$ cat src/rtl/hq_pkg.sv
package hq_pkg;

   localparam int HQ_TAPS   = 15;
   localparam int HQ_PAIRS  = 4;
   localparam int HQ_COEF_W = 13;

   // Folded Hilbert coefficient for pair j, where pair j spans taps 2j and 14-2j
   function automatic int hq_coef(input int j);
      case (j)
         0:       return 315;
         1:       return 440;
         2:       return 734;
         default: return 2202;
      endcase
   endfunction

endpackage

$ cat src/rtl/hq_delay_line.sv
module hq_delay_line #(
   parameter int W     = 16,
   parameter int DEPTH = 15
) (
   input  logic                 clk,
   input  logic                 rst,
   input  logic                 shift_en,
   input  logic [W-1:0]         din,
   output logic [DEPTH*W-1:0]   taps
);

   localparam int TOP_LSB = (DEPTH-1)*W;

   generate
      if (DEPTH < 2) begin : g_bad_depth
         $error("hq_delay_line: DEPTH must be at least 2");
      end
   endgenerate

   always_ff @(posedge clk) begin
      if (rst) begin
         taps <= '0;
      end else if (shift_en) begin
         taps <= {din, taps[DEPTH*W-1:W]};
      end
   end

   // newest element is the sample just accepted
   p_newest_r2: assert property (@(posedge clk) disable iff (rst)
      shift_en |=> taps[TOP_LSB +: W] == $past(din));

   // history frozen without a strobe
   p_frozen_r2: assert property (@(posedge clk) disable iff (rst)
      !shift_en |=> $stable(taps));

endmodule

$ cat src/rtl/hq_hilbert_q.sv
module hq_hilbert_q
   import hq_pkg::*;
#(
   parameter int W      = 16,
   parameter int QSHIFT = 12,
   parameter int ACC_W  = W + 1 + HQ_COEF_W + 2,
   parameter int QH_W   = ACC_W - QSHIFT
) (
   input  logic [HQ_TAPS*W-1:0]   taps,
   output logic signed [QH_W-1:0] q_val
);

   generate
      if (QSHIFT < 1 || QSHIFT >= ACC_W) begin : g_bad_shift
         $error("hq_hilbert_q: QSHIFT out of range");
      end
   endgenerate

   logic signed [ACC_W-1:0] prods [HQ_PAIRS];
   logic signed [ACC_W-1:0] acc;

   genvar j;
   generate
      for (j = 0; j < HQ_PAIRS; j++) begin : g_pair
         localparam int LO = 2*j;
         localparam int HI = HQ_TAPS - 1 - 2*j;
         localparam logic signed [ACC_W-1:0] COEF = ACC_W'(hq_coef(j));
         logic signed [W:0] lo_x, hi_x, diff;
         assign lo_x = {taps[LO*W + W-1], taps[LO*W +: W]};
         assign hi_x = {taps[HI*W + W-1], taps[HI*W +: W]};
         assign diff = lo_x - hi_x;
         assign prods[j] = $signed({{(ACC_W-W-1){diff[W]}}, diff}) * COEF;
      end
   endgenerate

   always_comb begin
      acc = '0;
      for (int k = 0; k < HQ_PAIRS; k++) begin
         acc = acc + prods[k];
      end
   end

   assign q_val = acc[ACC_W-1:QSHIFT];

   logic unused_bits;
   assign unused_bits = ^{acc[QSHIFT-1:0], taps};

endmodule

$ cat src/rtl/hq_duty_map.sv
module hq_duty_map #(
   parameter int IN_W       = 16,
   parameter int SHIFT      = 2,
   parameter int MID        = 125,
   parameter int MAX        = 250,
   parameter int OUT_W      = 8,
   parameter bit ROUND_ZERO = 1'b1
) (
   input  logic signed [IN_W-1:0] val,
   output logic [OUT_W-1:0]       duty
);

   localparam int EXT_W = IN_W + 2;
   localparam logic signed [EXT_W-1:0] RND   = EXT_W'((1 << SHIFT) - 1);
   localparam logic signed [EXT_W-1:0] ZERO  = '0;
   localparam logic signed [EXT_W-1:0] MID_X = EXT_W'(MID);
   localparam logic signed [EXT_W-1:0] MAX_X = EXT_W'(MAX);

   generate
      if (IN_W < OUT_W + 1) begin : g_bad_width
         $error("hq_duty_map: IN_W too narrow for OUT_W");
      end
      if (MID > MAX) begin : g_bad_mid
         $error("hq_duty_map: MID above MAX");
      end
   endgenerate

   logic signed [EXT_W-1:0] ext, scaled, biased;
   assign ext = {{2{val[IN_W-1]}}, val};

   generate
      if (ROUND_ZERO) begin : g_trunc_zero
         assign scaled = (ext + (ext[EXT_W-1] ? RND : ZERO)) >>> SHIFT;
      end else begin : g_floor
         assign scaled = ext >>> SHIFT;
      end
   endgenerate

   assign biased = scaled + MID_X;

   always_comb begin
      if (biased < ZERO) begin
         duty = '0;
      end else if (biased > MAX_X) begin
         duty = OUT_W'(MAX);
      end else begin
         duty = biased[OUT_W-1:0];
      end
   end

endmodule

$ cat src/rtl/hq_iq_modulator.sv
module hq_iq_modulator
   import hq_pkg::*;
#(
   parameter int SAMPLE_W    = 16,
   parameter int DUTY_MAX    = 250,
   parameter int QSHIFT      = 12,
   parameter int SCALE_SHIFT = 2,
   parameter bit ROUND_ZERO  = 1'b1,
   parameter int DUTY_W      = $clog2(DUTY_MAX + 1)
) (
   input  logic                clk,
   input  logic                rst,
   input  logic                in_valid,
   input  logic [SAMPLE_W-1:0] in_sample,
   output logic                out_valid,
   output logic [DUTY_W-1:0]   i_duty,
   output logic [DUTY_W-1:0]   q_duty
);

   localparam int DUTY_MID = DUTY_MAX / 2;
   localparam int CENTRE   = (HQ_TAPS - 1) / 2;
   localparam int ACC_W    = SAMPLE_W + 1 + HQ_COEF_W + 2;
   localparam int QH_W     = ACC_W - QSHIFT;

   generate
      if (SAMPLE_W < DUTY_W + 1) begin : g_bad_sample_w
         $error("hq_iq_modulator: SAMPLE_W too small");
      end
   endgenerate

   logic [HQ_TAPS*SAMPLE_W-1:0] taps;
   logic signed [QH_W-1:0]      q_val;
   logic signed [SAMPLE_W-1:0]  i_val;
   logic [DUTY_W-1:0]           i_next, q_next;
   logic                        pend;

   hq_delay_line #(.W(SAMPLE_W), .DEPTH(HQ_TAPS)) u_line (
      .clk      (clk),
      .rst      (rst),
      .shift_en (in_valid),
      .din      (in_sample),
      .taps     (taps)
   );

   hq_hilbert_q #(.W(SAMPLE_W), .QSHIFT(QSHIFT)) u_hilb (
      .taps  (taps),
      .q_val (q_val)
   );

   assign i_val = taps[CENTRE*SAMPLE_W +: SAMPLE_W];

   hq_duty_map #(.IN_W(SAMPLE_W), .SHIFT(SCALE_SHIFT), .MID(DUTY_MID),
                 .MAX(DUTY_MAX), .OUT_W(DUTY_W), .ROUND_ZERO(ROUND_ZERO)) u_map_i (
      .val  (i_val),
      .duty (i_next)
   );

   hq_duty_map #(.IN_W(QH_W), .SHIFT(SCALE_SHIFT), .MID(DUTY_MID),
                 .MAX(DUTY_MAX), .OUT_W(DUTY_W), .ROUND_ZERO(ROUND_ZERO)) u_map_q (
      .val  (q_val),
      .duty (q_next)
   );

   always_ff @(posedge clk) begin
      if (rst) begin
         pend      <= 1'b0;
         out_valid <= 1'b0;
         i_duty    <= DUTY_W'(DUTY_MID);
         q_duty    <= DUTY_W'(DUTY_MID);
      end else begin
         pend      <= in_valid;
         out_valid <= pend;
         if (pend) begin
            i_duty <= i_next;
            q_duty <= q_next;
         end
      end
   end

   // reset puts both duties at mid-scale with no strobe
   p_reset_mid_r1: assert property (@(posedge clk)
      rst |=> (i_duty == DUTY_W'(DUTY_MID)) && (q_duty == DUTY_W'(DUTY_MID)) && !out_valid);

   // accepted sample yields a strobe two edges later
   p_strobe_lat_r7: assert property (@(posedge clk) disable iff (rst)
      in_valid |-> ##2 out_valid);

   // every strobe traces back to an accepted sample
   p_strobe_src_r7: assert property (@(posedge clk) disable iff (rst)
      $rose(out_valid) |-> $past(in_valid, 2));

   // duties hold between strobes
   p_hold_r2: assert property (@(posedge clk) disable iff (rst)
      !out_valid |-> $stable(i_duty) && $stable(q_duty));

   // duties stay inside the PWM range
   p_range_r6: assert property (@(posedge clk) disable iff (rst)
      (i_duty <= DUTY_W'(DUTY_MAX)) && (q_duty <= DUTY_W'(DUTY_MAX)));

endmodule

$ cat config.mk
export PLATFORM = sky130hd
export DESIGN_NAME = hq_iq_modulator
export DESIGN_NICKNAME = d
export VERILOG_FILES = /design/src/rtl/hq_pkg.sv /design/src/rtl/hq_delay_line.sv /design/src/rtl/hq_hilbert_q.sv /design/src/rtl/hq_duty_map.sv /design/src/rtl/hq_iq_modulator.sv
export SDC_FILE = /design/constraint.sdc
export NUM_CORES = 1
export LEC_CHECK = 0
export BUFFER_PORTS_ARGS = -buffer_cell sky130_fd_sc_hd__buf_4
export CORE_UTILIZATION = 55
export CTS_CLUSTER_SIZE = 16
export DETAILED_ROUTE_END_ITERATION = 6
export PLACE_DENSITY = 0.68
export SYNTH_ARGS = -nofsm -noshare
export SYNTH_HDL_FRONTEND = slang
export SYNTH_SLANG_ARGS = --single-unit
$ cat constraint.sdc
create_clock -name clk -period 31.7 [get_ports clk]
set_input_delay 3.17 -clock clk [delete_from_list [all_inputs] [get_ports clk]]
set_output_delay 3.17 -clock clk [all_outputs]
set_load 0.02 [all_outputs]
[Word level (Yosys, flattened, before mapping)]
Cells that the tools add are included.
Widths: inputs -> output; s select.
Cells by class
  $add $sub $neg: 11
  $mul: 4
  $lt $le $gt $ge: 4
  muxes and demuxes: 6
Operator list (count)
  $sub 16x16->17: 4
  $add 32x32->32: 2
  $mul 17x10->27 const B: 2
  $add 32x30->32: 1
  $mux 8: 4
  $mul 17x12->29 const B: 1
  $mul 17x7->24 const B: 1
  $gt 22x9->1 const B: 1
  $lt 22x1->1 const B: 1
  $add 20x3->21: 1
  $add 20x8->21 const B: 1
  $gt 18x9->1 const B: 1
  $lt 18x1->1 const B: 1
  $add 16x3->17: 1
  $add 16x8->17 const B: 1
  $mux 2: 2
Storage, ports and cells
  bits in registers: 258
  output and inout port bits: 17
  word-level logic and storage cells: 30

[Longest topological paths before layout]
  word-level depth: 11
  gate-level depth with buffers: 57
  mapped depth without buffers: 55

[Cells and area by module]
From an unflattened synthesis, not the netlist that was laid out.
Unflattened totals
  cell total of the unflattened synthesis: 3098
  area total of the unflattened synthesis: 29032.8 sq um
By module, submodules not included
  hq_hilbert_q: times used 1, cells an instance 2024, area an instance 17992.3 sq um
  hq_delay_line: times used 1, cells an instance 774, area an instance 8613.3 sq um
  hq_duty_map at u_map_q: times used 1, cells an instance 137, area an instance 970.9 sq um
  hq_duty_map at u_map_i: times used 1, cells an instance 106, area an instance 798.3 sq um
  hq_iq_modulator: times used 1, cells an instance 57, area an instance 658.1 sq um

[Worst setup path before layout]
Ideal clock, no wire load.
  kind: flip-flop to flip-flop
  from: reg u_line.taps[162]
  to: reg q_duty[0]
  arrival: 12.845 ns
  path slack: 18.771 ns
  stages on the path, launching flop included: 48
  buffers on the path: 2
  period minus slack after synthesis: 12.929 ns
  cell sequence: dfxtp_1 -> inv_1 -> ha_1 -> nor2b_1 -> o21ai_0 -> a21boi_1 -> o21ai_0 -> a21boi_1 -> o21ai_0 -> a21oi_1 -> o41ai_2 -> nor2_1 -> o41ai_2 -> fa_1 -> inv_1 -> fa_1 -> inv_1 -> fa_1 -> [12 not listed] -> ha_1 -> buf_2 -> nand3_1 -> or4_1 -> nor3_1 -> a21oi_1 -> o211a_2 -> buf_6 -> nor3_1 -> xor2_1 -> ha_1 -> nand4_1 -> o41ai_2 -> nand4_1 -> mux2_2 -> o31ai_1 -> or4b_1 -> o31ai_2
Between the ends
  longest elaborated chain between the ends: 10
Ends and longest elaborated chain
  start: declaration: RTL line hq_delay_line.sv:9  | output logic [DEPTH*W-1:0] taps
  start signal: assignment: RTL line hq_delay_line.sv:24  | taps <= {din, taps[DEPTH*W-1:W]};
  $sub 16x16->17 (*): RTL line hq_hilbert_q.sv:31  | assign diff = lo_x - hi_x;
  $mul 17x10->27 (*): RTL line hq_hilbert_q.sv:32  | assign prods[j] = $signed({{(ACC_W-W-1){diff[W]}}, diff}) * COEF;
  $add 32x32->32 (*): RTL line hq_hilbert_q.sv:39  | acc = acc + prods[k];
  $add 32x30->32 (*): RTL line hq_hilbert_q.sv:39
  $mux 2: RTL line hq_duty_map.sv:33  | assign scaled = (ext + (ext[EXT_W-1] ? RND : ZERO)) >>> SHIFT;
  $add 20x3->21 (*): RTL line hq_duty_map.sv:33
  $add 20x8->21 (*): RTL line hq_duty_map.sv:39  | assign biased = scaled + MID_X;
  $gt 22x9->1: RTL line hq_duty_map.sv:44  | end else if (biased > MAX_X) begin
  $mux 8: RTL line hq_duty_map.sv:44
  $mux 8 (*): RTL line hq_duty_map.sv:42  | if (biased < ZERO) begin
  end signal: assignment: RTL line hq_iq_modulator.sv:69  | q_duty <= DUTY_W'(DUTY_MID);
  end signal: assignment: RTL line hq_iq_modulator.sv:75  | q_duty <= q_next;
  end: declaration: RTL line hq_iq_modulator.sv:17  | output logic [DUTY_W-1:0] q_duty
Every way passes the cells marked *; elsewhere a longest branch is shown, timed or not.
A chain may end at the register's enable or synchronous reset.

[Final worst setup path]
  from: reg u_line.taps[162]
  to: reg q_duty[7]
The elaborated chain is that of the path after synthesis.

==> metrics.txt <==
worst-path maximum fanout 14; total gr overflow 0; first-pass GRT wire length 106000 um; CP max stage delay 1.02 ns; Main synth FF type dfxtp_1; fillers 4434; insertion delay to the later sink of the worst-skew pair 0.57 ns; period utilization 44.9%; Initial DRC Count 1063; Yosys Warn Count 0; CP most frequent cell fa_1; H-tree depth 1; CTS tree yes; syn avg cell area 9.08 um^2; Hold Path Origin i_duty[7]; cell at the slowest stage of the critical path o41ai_4; # IOs 36; WS Path Type reg -> reg; worst path required time around 32 ns; Relative slew margins 18.7%; commonest non-fill, non-tap cell in the layout inv_1; total global-route track usage 25.0%; area occupied by registers 5160 um^2; initial core utilization 55.9%; Vias 20810; Die X 228 um; final WL ~64000 um; Die Span Y 228 um; Setup TNS 0 ns; DRC violation count after routing 0; vias in the first global route 21073; largest net degree at the start of global routing approximately 170; worst hold path class reg -> reg; synthesized area 28100 um^2; Antenna Nets Post-Route 0; Fin Clk Skew 0.0317 ns; CTS root buffer clkbuf_16; CTS clk-pin slew, worst paths 0.06 ns; row count slightly above 80; layout cells sized above 1 3.91%; CTS resizes 0; IO buf count 35; Worst-Margin Slew 1.21 ns; R2R depth 45; final hold viol count 0; antenna cell count 0; antenna violations before repair 0; final period demand of the worst path between 10 and 15 ns; Post-synth EDFFs 0; Final setup viols 0; Routability Congestion 0.973; Syn Inst Count 3098; post-synthesis sequential area ratio 18.4%; FF-to-FF Start u_line.taps[162]; Multi-input gate area about 21000 um^2; worst reg2reg path endpoint q_duty[7]; Clock Tree Buf Depth 3; max_cap viols 0; Worst R2R Setup Slack 17.47 ns; DPL Wire Length 53600 um; CTS Hold Buffers Added 0; Post-Syn Nets 3776; Arrival @ worst endpoint 14.63 ns; Synth Register Bits approximately 260; CP Capture Type flop; clk sinks around 260; wire per inst 17.0 um; Min Hold Slack 0.473 ns; Num CTS Buffers 29; Synth cell types ~80; postcts setup bufs 0; router iterations before antenna repair 5; Nets between 3000 and 4000; Final Slew Violations 0; worst hold endpoint i_duty[7]; hold path depth 2; die footprint 52000 um^2; vias per cell 5.48; Max Fclk 70.3 MHz; most frequent cells in the layout 483 x inv_1, 382 x ha_1, 378 x nor2_1; ys async rst share 0%; status finished clean; CP Launch Type flop; Area Overhead vs Synth 6.95%; unrepaired setup endpoints after global routing no; Core ar. 50300 um^2
cell type report:
cell class                 count  area share (%)
timing repair buffer          44            1.19
clock inverter                11           0.578
inverter                     484            6.04
clock buffer                  41            2.80
multi-input combinational   2284            69.4
tap                          672            2.80
sequential                   258            17.2
worst max-delay path by stage:
stage	from	end	slack, ns
after floorplan	u_line.taps[162]	q_duty[0]	18.77
after detailed placement	u_line.taps[162]	q_duty[7]	17.70
after CTS	u_line.taps[162]	q_duty[7]	17.63
final	u_line.taps[162]	q_duty[7]	17.47
after global routing	u_line.taps[64]	q_duty[1]	16.40
after global placement	u_line.taps[162]	q_duty[7]	17.97
cell usage after synthesis, types with 22 or more instances:
cell | instances | area share (%)
mux2i_1 | 255 | 9.1
nor2b_1 | 30 | 0.67
and3_1 | 24 | 0.53
ha_1 | 382 | 17
o21a_1 | 22 | 0.59
clkbuf_1 | 50 | 0.67
o21ai_0 | 92 | 1.6
nand3_1 | 43 | 0.77
dfxtp_1 | 258 | 18
a21oi_1 | 119 | 2.1
inv_1 | 483 | 6.4
xor2_1 | 57 | 1.8
or3_1 | 23 | 0.51
xnor2_1 | 130 | 4.0
fa_1 | 277 | 20
nor2_1 | 378 | 5.0
nand2_1 | 111 | 1.5
a21o_1 | 32 | 0.85
nor3_1 | 39 | 0.69
cells by family after synthesis:
family	synth area share, %
AO/OA/AOI/OAI	10.5
adder cells (fa/ha/maj)	36.7
buffers and inverters	7.45
XOR/XNOR	5.82
flip-flops	18.4
multiplexers	9.28
AND/OR/NAND/NOR	11.9
metrics by stage:
step	utilization, %	worst slack [ns]	std cells	cell area (um^2)
global route	59.8	16.40	3794	30100
finish	59.8	17.47	3794	30100
global placement	57.8	17.97	3742	29100
floorplan	-	18.77	3098	28100
CTS	59.8	17.63	3794	30100
detailed placement	57.8	17.70	3742	29100
metal layers:
metal / global-route usage, % / routed length, um / vias to the layer above
met5: 0 / 0 / -
met4: 6.19 / 1540 / 0
met3: 2.71 / 2240 / 87
met2: 44.1 / 31500 / 338
met1: 32.4 / 29100 / 10058
li1: - / - / 10327
state kept, by name, indices dropped and copies added (netlist names):
register,cells
i_duty,8
out_valid,1
q_duty,8
pend,1
u_line.taps,240
critical path: cells and delay by family (launching register included):
family                   cells  cell delay (ns)
adder cells (fa/ha/maj)     11             4.87
AO/OA/AOI/OAI               20             5.85
flip-flops                   1             0.37
XOR/XNOR                     1             0.32
buffers and inverters        4             0.28
AND/OR/NAND/NOR              9             2.39
Power is left out: the tool's default activity adds up to more than one toggle a clock period on the data nets, which glitch-free logic cannot reach.
